--- config.mk ---
export PLATFORM = sky130hd
export DESIGN_NAME = uart_rx_core
export DESIGN_NICKNAME = d
export VERILOG_FILES = /design/src/rtl/uart_rx_pkg.sv /design/src/rtl/rx_tick_counter.sv /design/src/rtl/rx_shift_asm.sv /design/src/rtl/uart_rx_core.sv
export SDC_FILE = /design/constraint.sdc
export NUM_CORES = 1
export LEC_CHECK = 0
export ABC_CLOCK_PERIOD_IN_PS = 7350
export CAP_MARGIN = 0
export CORE_AREA = 5 5 83 85
export CTS_CLUSTER_DIAMETER = 200
export DETAILED_ROUTE_END_ITERATION = 10
export DIE_AREA = 0 0 88 90
export PLACE_DENSITY = 0.56
export REMOVE_ABC_BUFFERS = 1
export SLEW_MARGIN = 20
export SYNTH_ARGS = -nofsm -noshare
export SYNTH_HDL_FRONTEND = slang
export SYNTH_HIERARCHICAL = 1
export SYNTH_SLANG_ARGS = --single-unit
--- constraint.sdc ---
create_clock -name clk -period 7.35 [get_ports clk]
set_input_delay 1.47 -clock clk [delete_from_list [all_inputs] [get_ports clk]]
set_output_delay 1.47 -clock clk [all_outputs]
set_load 0.05 [all_outputs]
--- src/rtl/uart_rx_pkg.sv ---
package uart_rx_pkg;
  localparam int DATA_W  = 8;
  localparam int ENTRY_W = DATA_W + 3;
  localparam int PE_POS  = DATA_W;
  localparam int FE_POS  = DATA_W + 1;
  localparam int BRK_POS = DATA_W + 2;

  typedef enum logic [2:0] {
    ST_HUNT,
    ST_START,
    ST_DATA,
    ST_PAR,
    ST_STOP,
    ST_BRKQ,
    ST_BRKWAIT
  } rx_state_e;
endpackage

--- src/rtl/rx_tick_counter.sv ---
module rx_tick_counter #(
  parameter int OSR = 16
) (
  input  logic clk,
  input  logic rst_n,
  input  logic tick,
  input  logic clr,
  input  logic mode_1x,
  output logic half_hit,
  output logic full_hit
);
  localparam int CNT_W = $clog2(OSR);
  localparam int HALF  = OSR / 2;

  logic [CNT_W-1:0] cnt, cnt_n;

  assign half_hit = tick && (mode_1x || (cnt == CNT_W'(HALF - 1)));
  assign full_hit = tick && (mode_1x || (cnt == CNT_W'(OSR - 1)));

  always_comb begin
    cnt_n = cnt;
    if (clr)           cnt_n = '0;
    else if (full_hit) cnt_n = '0;
    else if (tick)     cnt_n = cnt + 1'b1;
  end

  always_ff @(posedge clk or negedge rst_n) begin
    if (!rst_n) cnt <= '0;
    else        cnt <= cnt_n;
  end
endmodule

--- src/rtl/rx_shift_asm.sv ---
module rx_shift_asm #(
  parameter int DW = 8
) (
  input  logic          clk,
  input  logic          rst_n,
  input  logic          clr,
  input  logic          shift_en,
  input  logic          bit_in,
  input  logic [1:0]    len_code,
  output logic [DW-1:0] data_out,
  output logic          par_x
);
  logic [DW-1:0] sh, sh_n;
  logic [2:0]    sh_amt;

  // Bits enter at the top, so a short character is aligned down
  // by the number of unused positions; zeros fill from above.
  assign sh_amt   = 3'd3 - {1'b0, len_code};
  assign data_out = sh >> sh_amt;
  assign par_x    = ^data_out;

  always_comb begin
    sh_n = sh;
    if (clr)           sh_n = '0;
    else if (shift_en) sh_n = {bit_in, sh[DW-1:1]};
  end

  always_ff @(posedge clk or negedge rst_n) begin
    if (!rst_n) sh <= '0;
    else        sh <= sh_n;
  end
endmodule

--- src/rtl/uart_rx_core.sv ---
module uart_rx_core
  import uart_rx_pkg::*;
#(
  parameter int OSR = 16
) (
  input  logic               clk,
  input  logic               rst_n,
  input  logic               rx_en,
  input  logic               tick_en,
  input  logic               mode_1x,
  input  logic [1:0]         char_len,
  input  logic               par_en,
  input  logic               par_odd,
  input  logic               rxd,
  output logic               fifo_wr,
  output logic [ENTRY_W-1:0] fifo_data
);
  rx_state_e           state, state_n;
  logic [2:0]          bcnt, bcnt_n;
  logic                pbit, pbit_n;
  logic                rx_q;
  logic                wr_q, wr_n;
  logic [ENTRY_W-1:0]  wdata, wdata_n;
  logic                clr_cnt, sh_clr, sh_en;
  logic                half_hit, full_hit;
  logic [DATA_W-1:0]   data_al;
  logic                par_x, perr;
  logic [2:0]          last_bit;

  rx_tick_counter #(.OSR(OSR)) u_cnt (
    .clk(clk), .rst_n(rst_n), .tick(tick_en), .clr(clr_cnt),
    .mode_1x(mode_1x), .half_hit(half_hit), .full_hit(full_hit)
  );

  rx_shift_asm #(.DW(DATA_W)) u_sh (
    .clk(clk), .rst_n(rst_n), .clr(sh_clr), .shift_en(sh_en),
    .bit_in(rxd), .len_code(char_len), .data_out(data_al), .par_x(par_x)
  );

  assign last_bit = {1'b0, char_len} + 3'd4;
  assign perr     = par_en && (par_x ^ pbit ^ par_odd);

  always_comb begin
    state_n = state;
    bcnt_n  = bcnt;
    pbit_n  = pbit;
    wr_n    = 1'b0;
    wdata_n = wdata;
    clr_cnt = 1'b0;
    sh_clr  = 1'b0;
    sh_en   = 1'b0;
    if (!rx_en) begin
      state_n = ST_HUNT;
      clr_cnt = 1'b1;
    end else begin
      case (state)
        ST_HUNT: begin
          clr_cnt = 1'b1;
          sh_clr  = 1'b1;
          bcnt_n  = '0;
          pbit_n  = 1'b0;
          if (tick_en && rx_q && !rxd) state_n = mode_1x ? ST_DATA : ST_START;
        end
        ST_START: if (half_hit) begin
          clr_cnt = 1'b1;
          state_n = rxd ? ST_HUNT : ST_DATA;
        end
        ST_DATA: if (full_hit) begin
          sh_en = 1'b1;
          if (bcnt == last_bit) state_n = par_en ? ST_PAR : ST_STOP;
          else                  bcnt_n  = bcnt + 3'd1;
        end
        ST_PAR: if (full_hit) begin
          pbit_n  = rxd;
          state_n = ST_STOP;
        end
        ST_STOP: if (full_hit) begin
          clr_cnt = 1'b1;
          if (!rxd && (data_al == '0) && !pbit) begin
            state_n = ST_BRKQ;
          end else begin
            wr_n    = 1'b1;
            wdata_n = {1'b0, !rxd, perr, data_al};
            state_n = ST_HUNT;
          end
        end
        ST_BRKQ: if (half_hit) begin
          wr_n = 1'b1;
          if (!rxd) begin
            wdata_n = {1'b1, 1'b1, 1'b0, {DATA_W{1'b0}}};
            state_n = ST_BRKWAIT;
          end else begin
            wdata_n = {1'b0, 1'b1, perr, data_al};
            state_n = ST_HUNT;
          end
        end
        ST_BRKWAIT: if (tick_en && rxd) state_n = ST_HUNT;
        default: state_n = ST_HUNT;
      endcase
    end
  end

  always_ff @(posedge clk or negedge rst_n) begin
    if (!rst_n) begin
      state <= ST_HUNT;
      bcnt  <= '0;
      pbit  <= 1'b0;
      rx_q  <= 1'b1;
      wr_q  <= 1'b0;
      wdata <= '0;
    end else begin
      state <= state_n;
      bcnt  <= bcnt_n;
      pbit  <= pbit_n;
      wr_q  <= wr_n;
      wdata <= wdata_n;
      if (tick_en) rx_q <= rxd;
    end
  end

  assign fifo_wr   = wr_q;
  assign fifo_data = wdata;

  // a write only follows an enabled cycle
  p_wr_enabled_r10: assert property (@(posedge clk) disable iff (!rst_n)
    fifo_wr |-> $past(rx_en));

  // the write strobe lasts one clock
  p_wr_single_r7: assert property (@(posedge clk) disable iff (!rst_n)
    fifo_wr |=> !fifo_wr);

  // a start bit that reads high at the check point is dropped at once
  p_rehunt_r2: assert property (@(posedge clk) disable iff (!rst_n)
    (rx_en && state == ST_START && half_hit && rxd) |=> (state == ST_HUNT && !fifo_wr));

  // a break word carries zero data, framing set, parity clear
  p_break_word_r8: assert property (@(posedge clk) disable iff (!rst_n)
    (fifo_wr && fifo_data[BRK_POS]) |->
      (fifo_data[DATA_W-1:0] == '0 && fifo_data[FE_POS] && !fifo_data[PE_POS]));

  // no further entry while a break is held
  p_brk_quiet_r8: assert property (@(posedge clk) disable iff (!rst_n)
    (state == ST_BRKWAIT && $past(state == ST_BRKWAIT)) |-> !fifo_wr);

  // direct mode never passes through the mid-start check
  p_1x_nostart_r9: assert property (@(posedge clk) disable iff (!rst_n)
    (state == ST_START) |-> !mode_1x);
endmodule

**Word level (Yosys, flattened, before mapping)**

Cells that the tools add are included.

- Flip-flop bits (word level): 32
- Latch bits: 0
- Memory bits (writable): 0
- ROM bits: 0
- Bits of input ports: 10
- Output and inout bits: 12
- Word-level logic and storage cells: 104
- Memories kept: 0

- Add/subtract/negate cells: 4
- $mul: 0
- Divide/modulo/power cells: 0
- Order comparisons: 0
- Eq/ne operators: 23
- Shift-type cells: 1
- Multiplexer cells: 42
- Bitwise operators: 2
- Reduce and logical (&&, ||, !) cells: 24

Operator list:

| cell | number |
|---|---|
| $mux W11 | 4 |
| $mux W3 | 14 |
| $ne A3 B3 Y1 const B | 8 |
| $pmux W11 S2 | 1 |
| $pmux W3 S7 | 1 |
| $mux W8 | 2 |
| $mux W4 | 3 |
| $ne A2 B2 Y1 const B | 6 |
| $mux W1 | 11 |
| $eq A3 B3 Y1 const B | 3 |
| $logic_and A1 B1 Y1 | 8 |
| $logic_not A8 Y1 | 1 |
| $reduce_and A8 Y1 | 1 |
| $reduce_bool A2 Y1 | 4 |
| $reduce_xor A8 Y1 | 1 |
| $shr A8 B3 Y8 | 1 |
| $eq A3 B2 Y1 const B | 2 |
| $pmux W3 S2 | 1 |
| $reduce_and A5 Y1 | 1 |
| $add A4 B1 Y4 const B | 1 |
| $eq A4 B3 Y1 const B | 1 |
| $eq A4 B4 Y1 const B | 1 |
| $mux W2 | 2 |
| $pmux W1 S2 | 2 |
| 13 further kinds | 16 |

**Logic depth before layout (Yosys ltp)**

Gate-level depths: netlist of the first run.

- Word-level depth: 9
- Mapped depth: 10
- Depth with buffers taken out: 10

**Cells and area by module**

The synthesis of the first run kept the hierarchy.

By module, submodules not included:

| module | times used | cells each | area each (µm²) | sequential area each (µm²) |
|---|---|---|---|---|
| uart_rx_core | 1 | 136 | 1,246.2 | 501.7 |
| rx_shift_asm | 1 | 50 | 564.3 | 200.2 |
| rx_tick_counter | 1 | 27 | 250.2 | 100.1 |

**Worst setup path after synthesis of the first run**

OpenSTA, ideal clock, no wires.

- Kind: in2reg
- Start: input port char_len[0]
- End: register wdata[8], in the netlist fifo_data[8]
- Setup time: 0.125 ns
- Arrival time: 3.524 ns
- Data required time: 7.225 ns
- Path slack: 3.702 ns
- Stages on the path: 8
- Path buffers: 0
- Path through: mux4_2 > xor2_1 > xnor3_1 > xnor3_1 > xnor2_1 > xnor2_1 > and3_1 > mux2_2

- Longest elaborated chain between the ends: 9
- Elaborated cells between the ends (all ways): 16
- Those cells by class: add/sub: 1; eq/ne: 1; shift: 1; mux: 5; bitwise: 2; reduce/logical: 6

Ends and longest elaborated chain:

| item | line | source |
|---|---|---|
| start: declaration | uart_rx_core.sv:11 | `input logic [1:0] char_len,` |
| $sub A2 B2 Y3 * | rx_shift_asm.sv:18 | `assign sh_amt = 3'd3 - {1'b0, len_code};` |
| $shr A8 B3 Y8 * | rx_shift_asm.sv:19 | `assign data_out = sh >> sh_amt;` |
| $reduce_xor A8 Y1 * | rx_shift_asm.sv:20 | `assign par_x = ^data_out;` |
| named net par_x | uart_rx_core.sv:27 | `logic par_x, perr;` |
| $xor A1 B1 Y1 * (2 in series) | uart_rx_core.sv:41 | `assign perr = par_en && (par_x ^ pbit ^ par_odd);` |
| $logic_and A1 B1 Y1 * | uart_rx_core.sv:41 |  |
| $mux W11 (on tied branches) | uart_rx_core.sv:89, uart_rx_core.sv:79 |  |
| $mux W11 (on tied branches) | uart_rx_core.sv:87, uart_rx_core.sv:77 |  |
| $pmux W11 S2 * | uart_rx_core.sv:56 | `case (state)` |
| end signal: assignment | uart_rx_core.sv:116 | `wdata <= wdata_n;` |
| end: declaration | uart_rx_core.sv:23 | `logic [ENTRY_W-1:0] wdata, wdata_n;` |

The timed path passes the listed nets; every way through them passes the cells marked *. The select of a mux whose other input is x is not followed.
A chain may end at the register's enable or synchronous reset.

**Final worst setup path of the first run**

- Start: input port char_len[0]
- End: register wdata[8], in the netlist fifo_data[8]

- Longest elaborated chain between the ends: 9
- Elaborated cells between the ends (all ways): 16
- Those cells by class: add/sub: 1; eq/ne: 1; shift: 1; mux: 5; bitwise: 2; reduce/logical: 6

Ends and longest elaborated chain:

| item | line | source |
|---|---|---|
| $sub A2 B2 Y3 * | rx_shift_asm.sv:18 |  |
| $shr A8 B3 Y8 * | rx_shift_asm.sv:19 |  |
| named net data_al[0] | uart_rx_core.sv:26 | `logic [DATA_W-1:0] data_al;` |
| $reduce_xor A8 Y1 * | rx_shift_asm.sv:20 |  |
| named net par_x | uart_rx_core.sv:27 |  |
| $xor A1 B1 Y1 * (2 in series) | uart_rx_core.sv:41 |  |
| $logic_and A1 B1 Y1 * | uart_rx_core.sv:41 |  |
| $mux W11 (on tied branches) | uart_rx_core.sv:89, uart_rx_core.sv:79 |  |
| $mux W11 (on tied branches) | uart_rx_core.sv:87, uart_rx_core.sv:77 |  |
| $pmux W11 S2 * | uart_rx_core.sv:56 |  |

Marked as above.

==> results of run 1 <==
==> worst max path at each step <==
| stage | startpoint | end | depth (start not counted) | slack [ns] |
|---|---|---|---|---|
| floorplan | char_len[0] | fifo_data[8] | 8 | 3.70 |
| global placement | char_len[0] | fifo_data[8] | 9 | 2.77 |
| detailed placement | char_len[0] | fifo_data[8] | 9 | 2.72 |
| global route | char_len[0] | fifo_data[8] | 9 | 2.86 |
| CTS | char_len[0] | fifo_data[8] | 9 | 3.02 |
| finish | char_len[0] | fifo_data[8] | 9 | 3.04 |
==> flip-flops by register name (all words and copies together), names as in the netlist <==
| name | flops |
|---|---|
| fifo_data | 11 |
| u_sh/sh | 8 |
| u_cnt/cnt | 4 |
| bcnt | 3 |
| state | 3 |
| fifo_wr | 1 |
| pbit | 1 |
| rx_q | 1 |
==> worst max-delay path, cell delays in order <==
cell	delay (ns)
clkdlybuf4s50_1	0.78
mux4_2	0.61
xor2_1	0.21
xnor3_1	0.35
xnor3_1	0.35
xnor2_1	0.20
xnor2_1	0.07
and3_1	0.17
mux2_2	0.25
==> kinds of logic (layout without fill, tap and decap cells) <==
group | count (synthesis) | in the layout
adder cells (fa/ha/maj) | 2 | 2
AND/OR/NAND/NOR | 74 | 74
buffers and inverters | 28 | 47
multiplexers | 31 | 31
XOR/XNOR | 8 | 8
AO/OA/AOI/OAI | 38 | 38
flip-flops | 32 | 32
==> layer usage <==
layer  vias to the layer above  wire (µm)  global-route usage
li1                        787          -                   -
met1                       724       2050               0.163
met2                        29       1850               0.173
met3                         6        185              0.0302
met4                         0         89              0.0499
met5                         -          0                   0
==> synth_stat cells (all sizes together) (2+ instances only) <==
cell	number
a21oi	10
a311oi	2
and3	5
buf	7
clkbuf	4
dfrtp	31
ha	2
inv	17
mux2	4
mux2i	25
mux4	2
nand2	21
nand2b	4
nand3	5
nor2	19
nor2b	4
nor3b	2
nor4	2
o21a	2
o21ai	8
o311ai	3
o31a	2
or3	2
xnor2	3
xnor3	2
xor2	3
==> power by group through the flow <==
stage / Clock, µW / Sequential [µW] / Combinational, µW
3_5_place_dp: 0 / 259 / 332
5_1_grt: 179 / 263 / 355
6_report: 167 / 257 / 329
2_1_floorplan: 0 / 348 / 137
3_3_place_gp: 0 / 259 / 333
4_1_cts: 173 / 256 / 333
==> per-stage QoR <==
step	setup slack [ns]	util	hold WS [ns]	instance area (µm²)
2_1_floorplan	3.70	-	0.471	2000
3_3_place_gp	2.77	0.378	0.494	2320
3_5_place_dp	2.72	0.378	0.496	2320
4_1_cts	3.02	0.396	0.512	2430
5_1_grt	2.86	0.396	0.523	2430
6_report	3.04	0.396	0.508	2430
==> cell usage in the layout, fill, tap and decap left out, types with 5 or more instances in the layout <==
| cell | instances |
|---|---|
| clkbuf_8 | 5 |
| nand3_1 | 5 |
| a21oi_1 | 9 |
| o21ai_0 | 5 |
| clkdlybuf4s50_1 | 21 |
| inv_1 | 17 |
| dfrtp_1 | 31 |
| mux2i_1 | 25 |
| nand2_1 | 21 |
| nor2_1 | 19 |
==> area by class of cell <==
| type | count | area [µm²] |
|---|---|---|
| timing repair buffer | 22 | 218 |
| fill | 584 | 3710 |
| clock buffer | 6 | 72.6 |
| inverter | 17 | 63.8 |
| tap | 77 | 96.3 |
| sequential | 32 | 802 |
| multi-input combinational | 153 | 1140 |
| clock inverter | 2 | 35.0 |
==> flow_summary.yaml, run 1 <==
setup_path:
  regToRegSetupSlack_ns: 4.68
  setup.worst_path.end_class: "flop"
  crit_fanout: 12
  rr_endpoint: "fifo_data[8]"
  cp.required_ns: 7.53
  timing_worst_setup_path_type: "primary input to flop"
  r2r_cells: 8
  worstPathArrival_ns: 4.48
  critPathLaunchType: "primary input"
  r2r_start: "u_sh/sh[3]"
logic_synthesis:
  yosysWarnings: 6
  yosys.area.top_type: "dfrtp_1"
  synth_area_leaders: "dfrtp_1 38%, mux2i_1 12%, nand2_1 3.8%"
  synth-seq-cells: 32
  yosysUniqueCellTypes: 55
  synth_edf_count: 0
  synth_top_family_by_area: "simple AND/OR/NAND/NOR gates"
  ys.flop_type: "dfrtp_1"
  synth.top_cell.area_share: 0.376
  synthCells: 213
  yosysSeqAreaShare: 0.389
  yosys.area_share.simple: 0.188
  yosys-mux-area-fraction: 0.165
  syn_area_mm2: 0.00206
  synth_xor_area_frac: 0.0474
  async_reset_ff_frac: 1.00
  synth_compound_area_frac: 0.140
  avgSynthCellArea_um2: 9.67
  synthAdderAreaFrac: 0.0121
global_route:
  gr-total-overflow: 0
  antenna_found_initial: 0
  grt_pass1_vias: 1549
  grt_pass1_wl_um: 7470
  grtUsageTotal: 0.118
  grt_start_max_net_pins: 33
cells_and_area:
  final_cell_count_no_fill: 309
  fin_nets: 243
  diodes: 0
  synthToLayoutAreaGrowth_pct: 17.7
  drive_gt1_frac: 0.103
floorplanning:
  ios: 22
  row_count: 29
  initial_core_util: 0.336
  die-area_mm2: 0.00792
  die_w_um: 88
  coreArea_mm2: 0.00613
  die_y_um: 90
detailed_routing:
  drt_iter0_markers: 90
  wl_um: 4170
  wl_per_cell_um: 13.5
  drt_first_pass_iters: 4
  num_vias: 1546
  viasPerCell: 5.00
  drtAntennaViolNets: 0
  drc: 0
clocking:
  cts_setup_buffers: 0
  cts_max_level: 2
  clock_path_buffers: 2
  clock_sinks: 32
  postCtsHoldBufs: 0
  cts_tree: "yes"
  clk_pin_slew_ns: 0.07
  clock-root-buffer: "clkbuf_8"
  cts.repair.resized: 0
  cts_buffers: 5
  clk-insertion-delay-late_ns: 0.29
power_and_ir_drop:
  clockPowerShare: 0.222
  seqPwrFrac: 0.341
  power.leakage_uw: 0.00111
  p_sw_uw: 314
  ir_drop_uv: 192
  p_per_area_mw_per_mm2: 310
  pwr-share-comb: 0.437
  power.total_uw: 753
  swShare: 0.417
  internal_power_uw: 439
timing:
  finalSetupViolations: 0
  fin_crit_ns: 4.31
  finalMaxSlewViolations: 0
  hold_viol: 0
  fin_crit_sh: 0.586
  fin_skew_ns: 0.00485
  rsz0062_at_grt: "no"
  tns_ns: 0
  clock.fmax_mhz: 232
  tightest_slew_ns: 0.782
  slew_headroom: 0.477
hold_path:
  whs_path_depth: 1
  worstHoldEndpoint: "fifo_data[9]"
  hp-start: "fifo_data[9]"
  hold_path.class: "flop to flop"
job:
  maxCapViolCount: 0
placed_design:
  dp_cells: 301
  dp_hpwl_um: 3030
  gp_congestion: 0.832
  portBuffers: 21
outcome:
  outcome: "complete, no violations"
No activity file was read; power rests on OpenSTA's default activity.
==> inputs of run 2 (changes only) <==
--- a/config.mk
+++ b/config.mk
@@ -5,13 +5,13 @@
 export SDC_FILE = /design/constraint.sdc
 export NUM_CORES = 1
 export LEC_CHECK = 0
-export ABC_CLOCK_PERIOD_IN_PS = 7350
+export ABC_CLOCK_PERIOD_IN_PS = 3500
 export CAP_MARGIN = 0
 export CORE_AREA = 5 5 83 85
 export CTS_CLUSTER_DIAMETER = 200
 export DETAILED_ROUTE_END_ITERATION = 10
 export DIE_AREA = 0 0 88 90
-export PLACE_DENSITY = 0.56
+export PLACE_DENSITY = 0.58
 export REMOVE_ABC_BUFFERS = 1
 export SLEW_MARGIN = 20
 export SYNTH_ARGS = -nofsm -noshare
==> constraint.sdc (replaced) <==
create_clock -name clk -period 3.5 [get_ports clk]
set_input_delay 0.7 -clock clk [delete_from_list [all_inputs] [get_ports clk]]
set_output_delay 0.7 -clock clk [all_outputs]
set_load 0.05 [all_outputs]
==> flow_summary.yaml, run 2 (synthesis results as in run 1) <==
placed_design:
  portBuffers: 21
  dpl_cell_area_mm2: 0.00238
  gp_congestion: 0.792
  dp_hpwl_um: 3030
timing:
  fin_crit_sh: 0.904
  slew_headroom: 0.499
  tns_ns: 0
  tightest_slew_ns: 0.745
  fin_crit_ns: 3.16
  finalMaxSlewViolations: 0
  fin_skew_ns: 0.00914
  hold_viol: 0
  clock.fmax_mhz: 316
  finalSetupViolations: 0
  rsz0062_at_grt: "no"
  timing.hold.ws_ns: 0.509
cells_and_area:
  largest_reg_flops: 11
  multi_input_area_mm2: 0.00114
  synthToLayoutAreaGrowth_pct: 20.8
  diodes: 0
  fin_area_mm2: 0.00249
  drive_gt1_frac: 0.138
  final_common_cell: "dfrtp_1"
  mostFrequentLayoutCells: "31 x dfrtp_1, 25 x mux2i_1, 21 x nand2_1, 21 x clkdlybuf4s50_1, 19 x nor2_1"
  fin_nets: 251
  n_fill_cell: 630
  ff_latch_area_um2: 802
power_and_ir_drop:
  ir_drop_uv: 342
  p_per_area_mw_per_mm2: 637
  power.leakage_uw: 0.00115
detailed_routing:
  num_vias: 1581
  drt_iter0_markers: 64
  drc: 0
  drtAntennaViolNets: 0
  viasPerCell: 4.99
  wl_per_cell_um: 12.9
  drt_first_pass_iters: 4
  wl_um: 4080
job:
  maxCapViolCount: 0
floorplanning:
  initial_core_util: 0.336
  die-area_mm2: 0.00792
  coreArea_mm2: 0.00613
  row_count: 29
  die_w_um: 88
  die_y_um: 90
  ios: 22
global_route:
  gr-total-overflow: 0
  grt_pass1_vias: 1586
  antenna_found_initial: 0
  grtUsageTotal: 0.114
  grt_start_max_net_pins: 33
  grt_pass1_wl_um: 7420
setup_path:
  cp.required_ns: 3.68
  worstPathArrival_ns: 3.34
  crit_slowest_cell: "mux4_2"
  critPathLaunchType: "primary input"
  slowest_delay_ns: 0.53
  rr_endpoint: "fifo_data[8]"
  r2r_cells: 8
  crit_fanout: 2
  regToRegSetupSlack_ns: 0.86
  path_cells: "clkdlybuf4s50_1 -> mux4_2 -> xor2_1 -> xnor3_1 -> xnor3_1 -> xnor2_1 -> xnor2_1 -> and3_1 -> mux2_2"
  setup.worst_path.end_class: "flop"
  timing_worst_setup_path_type: "primary input to flop"
  r2r_start: "u_sh/sh[3]"
clocking:
  cts_setup_buffers: 0
  clock-root-buffer: "clkbuf_8"
  clk-insertion-delay-late_ns: 0.29
  clock_path_buffers: 2
  cts_max_level: 2
  cts_buffers: 5
  cts_tree: "yes"
  clk_pin_slew_ns: 0.07
  postCtsHoldBufs: 0
  cts.repair.resized: 0
  clock_sinks: 32
hold_path:
  whs_path_depth: 1
  hold_path.class: "flop to flop"
  worstHoldEndpoint: "fifo_data[9]"
  hp-start: "fifo_data[9]"
outcome:
  outcome: "complete, no violations"
-- run 2: how the worst max path moves through the flow --
stage                            from      endpoint  slack, ns  cells past startpoint
after detailed placement  char_len[0]  fifo_data[8]       0.02                      9
after floorplan           char_len[0]  fifo_data[8]       0.62                      8
final                     char_len[0]  fifo_data[8]       0.34                      9
after global routing      char_len[1]  fifo_data[8]       0.22                     10
after CTS                 char_len[0]  fifo_data[8]       0.32                      9
after global placement    char_len[0]  fifo_data[8]       0.02                      9
-- run 2: metal layers --
layer,up-vias,global-route usage,part of all wire
li1,803,-,-
met1,759,0.152,0.48
met2,14,0.181,0.48
met3,5,0.0247,0.028
met4,0,0.0384,0.013
met5,-,0,0
-- run 2: critical path, delay by kind of cell --
kind                      cells  cell delay (ns)
muxes                         2             0.78
and+or+nand+nor               1             0.17
buffers and inverters         1             0.50
xor gates and xnor gates      5             1.18
-- run 2: power by group --
part | total [µW] | switching, µW | internal [µW]
clock network | 354 | 143 | 211
logic | 694 | 428 | 266
registers | 538 | 90.8 | 447
-- run 2: area by class of cell --
class	count	share of cell area
inverters	17	0.0256
repair buffers	30	0.112
multi-input cells	153	0.457
clock buffers	5	0.0276
clock inverters	3	0.0171
flip-flops and latches	32	0.322
well taps	77	0.0387
-- run 2: stage by stage --
| step | power [µW] | setup WS (ns) | util | cells |
|---|---|---|---|---|
| after global placement | 1240 | 0.0203 | 0.388 | 309 |
| after CTS | 1610 | 0.323 | 0.406 | 317 |
| after global routing | 1690 | 0.215 | 0.406 | 317 |
| final | 1590 | 0.337 | 0.406 | 317 |
| after floorplan | 1020 | 0.622 | - | 202 |
| after detailed placement | 1240 | 0.0211 | 0.388 | 309 |
==> inputs of run 3 (changes only) <==
--- a/config.mk
+++ b/config.mk
@@ -7,11 +7,13 @@
 export LEC_CHECK = 0
 export ABC_CLOCK_PERIOD_IN_PS = 3500
 export CAP_MARGIN = 0
-export CORE_AREA = 5 5 83 85
+export CORE_AREA = 5 5 79 81
 export CTS_CLUSTER_DIAMETER = 200
+export CTS_CLUSTER_SIZE = 14
 export DETAILED_ROUTE_END_ITERATION = 10
-export DIE_AREA = 0 0 88 90
-export PLACE_DENSITY = 0.58
+export DIE_AREA = 0 0 84 86
+export HOLD_SLACK_MARGIN = 0.15
+export PLACE_DENSITY = 0.63
 export REMOVE_ABC_BUFFERS = 1
 export SLEW_MARGIN = 20
 export SYNTH_ARGS = -nofsm -noshare
==> flow_summary.yaml, run 3 (synthesis results as in run 1) <==
outcome:
  outcome: "complete, no violations"
floorplanning:
  die_y_um: 86
  initial_core_util: 0.381
  die-area_mm2: 0.00722
  coreArea_mm2: 0.00541
  die_w_um: 84
  row_count: 27
  ios: 22
power_and_ir_drop:
  ir_drop_uv: 283
  p_per_area_mw_per_mm2: 648
  power.leakage_uw: 0.00116
timing:
  fin_crit_ns: 3.17
  hold_viol: 0
  clock.fmax_mhz: 315
  fin_crit_sh: 0.906
  tns_ns: 0
  setup_ws_ns: 0.329
  fin_skew_ns: 0.00484
  finalMaxSlewViolations: 0
  slew_headroom: 0.524
  finalSetupViolations: 0
  rsz0062_at_grt: "no"
  tightest_slew_ns: 0.708
detailed_routing:
  routed.top_layer: "met4"
  drt_first_pass_iters: 4
  drt-met1-wl_um: 2030
  wl_per_cell_um: 13.3
  route.met2.wl_um: 1900
  wl_um: 4150
  num_vias: 1592
  drc: 0
  route.met3.wl_um: 133
  viasPerCell: 5.10
  drt_iter0_markers: 70
  drtAntennaViolNets: 0
setup_path:
  r2r_cells: 8
  setup.worst_path.end_class: "flop"
  critPathLaunchType: "primary input"
  crit_slowest_cell: "mux4_2"
  timing_worst_setup_path_type: "primary input to flop"
  crit_fanout: 2
  cp.depth: 9
  cp.required_ns: 3.67
  path_cells: "clkdlybuf4s50_1 -> mux4_2 -> xor2_1 -> xnor3_1 -> xnor3_1 -> xnor2_1 -> xnor2_1 -> and3_1 -> mux2_2"
  crit_buf_inv: 1
  worstPathArrival_ns: 3.34
  slowest_delay_ns: 0.53
  crit_family: "XOR/XNOR gates"
global_route:
  grt_start_max_net_pins: 33
  antenna_found_initial: 0
  grtUsageTotal: 0.124
  grt_pass1_vias: 1528
  gr-total-overflow: 0
  grt_pass1_wl_um: 7260
clocking:
  cts_max_level: 2
  postCtsHoldBufs: 0
  cts_tree: "yes"
  clock_path_buffers: 2
  cts_buffers: 5
  clk_pin_slew_ns: 0.06
  cts_setup_buffers: 0
  clock-root-buffer: "clkbuf_8"
  clock_sinks: 32
  clk-insertion-delay-late_ns: 0.28
  cts.repair.resized: 0
placed_design:
  dp_slack_ns: 0.0297
  portBuffers: 21
  dp_hpwl_um: 3020
  gp_congestion: 0.831
hold_path:
  whs_path_depth: 1
  hold_path.class: "flop to flop"
cells_and_area:
  drive_gt1_frac: 0.138
  largest_reg_flops: 11
  fin_nets: 251
  synthToLayoutAreaGrowth_pct: 21.3
  mostFrequentLayoutCells: "31 x dfrtp_1, 25 x mux2i_1, 21 x nand2_1, 21 x clkdlybuf4s50_1, 19 x nor2_1"
  final_common_cell: "dfrtp_1"
  diodes: 0
  n_fill_cell: 521
job:
  maxCapViolCount: 0
## run 3: cell types whose count changed in the layout (fill, tap and decap cells not counted)
cell,delta
clkbuf_8,+2
clkinv_2,-1
clkinvlp_4,-1
## run 3: worst reg2reg max path, delay by kind of cell, from the launching register on
family / cells / cell delay [ns]
muxes: 2 / 0.74
DFF: 1 / 0.43
xor gates and xnor gates: 5 / 1.18
and+or+nand+nor: 1 / 0.17
## run 3: per-stage QoR
| step | power, µW | cells | area (µm²) | utilization | hold slack [ns] |
|---|---|---|---|---|---|
| floorplan | 1020 | 202 | 2000 | - | 0.404 |
| global placement | 1240 | 304 | 2370 | 0.439 | 0.497 |
| global route | 1720 | 312 | 2500 | 0.462 | 0.540 |
| CTS | 1640 | 312 | 2500 | 0.462 | 0.516 |
| detailed placement | 1240 | 304 | 2370 | 0.439 | 0.507 |
| finish | 1620 | 312 | 2500 | 0.462 | 0.515 |
## run 3: final cells by class
cell class                      count  area, µm²  area share
Inverter                           17       63.8      0.0255
Tap cell                           72       90.1      0.0361
Clock buffer                        7       96.3      0.0386
Timing Repair Buffer               30        278       0.111
Clock inverter                      1       30.0      0.0120
Multi-Input combinational cell    153       1140       0.456
Sequential cell                    32        802       0.321
## run 3: routing by layer
layer,up-vias,global-route usage
li1,802,-
met1,760,0.164
met2,22,0.195
met3,8,0.0240
met4,0,0.0570
met5,-,0
## run 3: power by group
part           internal, µW  switching [µW]  leakage (µW)
combinational           266             427      0.000686
sequential              448            88.1      0.000411
clock                   251             138     0.0000645
total                   965             653       0.00116
## run 3: path summary, 6_finish.rpt
kind                              startpoint      endpoint  slack (ns)
worst min-delay path            u_cnt/cnt[0]  u_cnt/cnt[0]        0.51
worst min register to register  u_cnt/cnt[0]  u_cnt/cnt[0]        0.51
worst max register to register    u_sh/sh[3]  fifo_data[8]        0.86
worst max-delay path             char_len[0]  fifo_data[8]        0.33
max in group asynchronous              rst_n          rx_q        2.36
min in group asynchronous              rst_n  u_cnt/cnt[2]        0.81
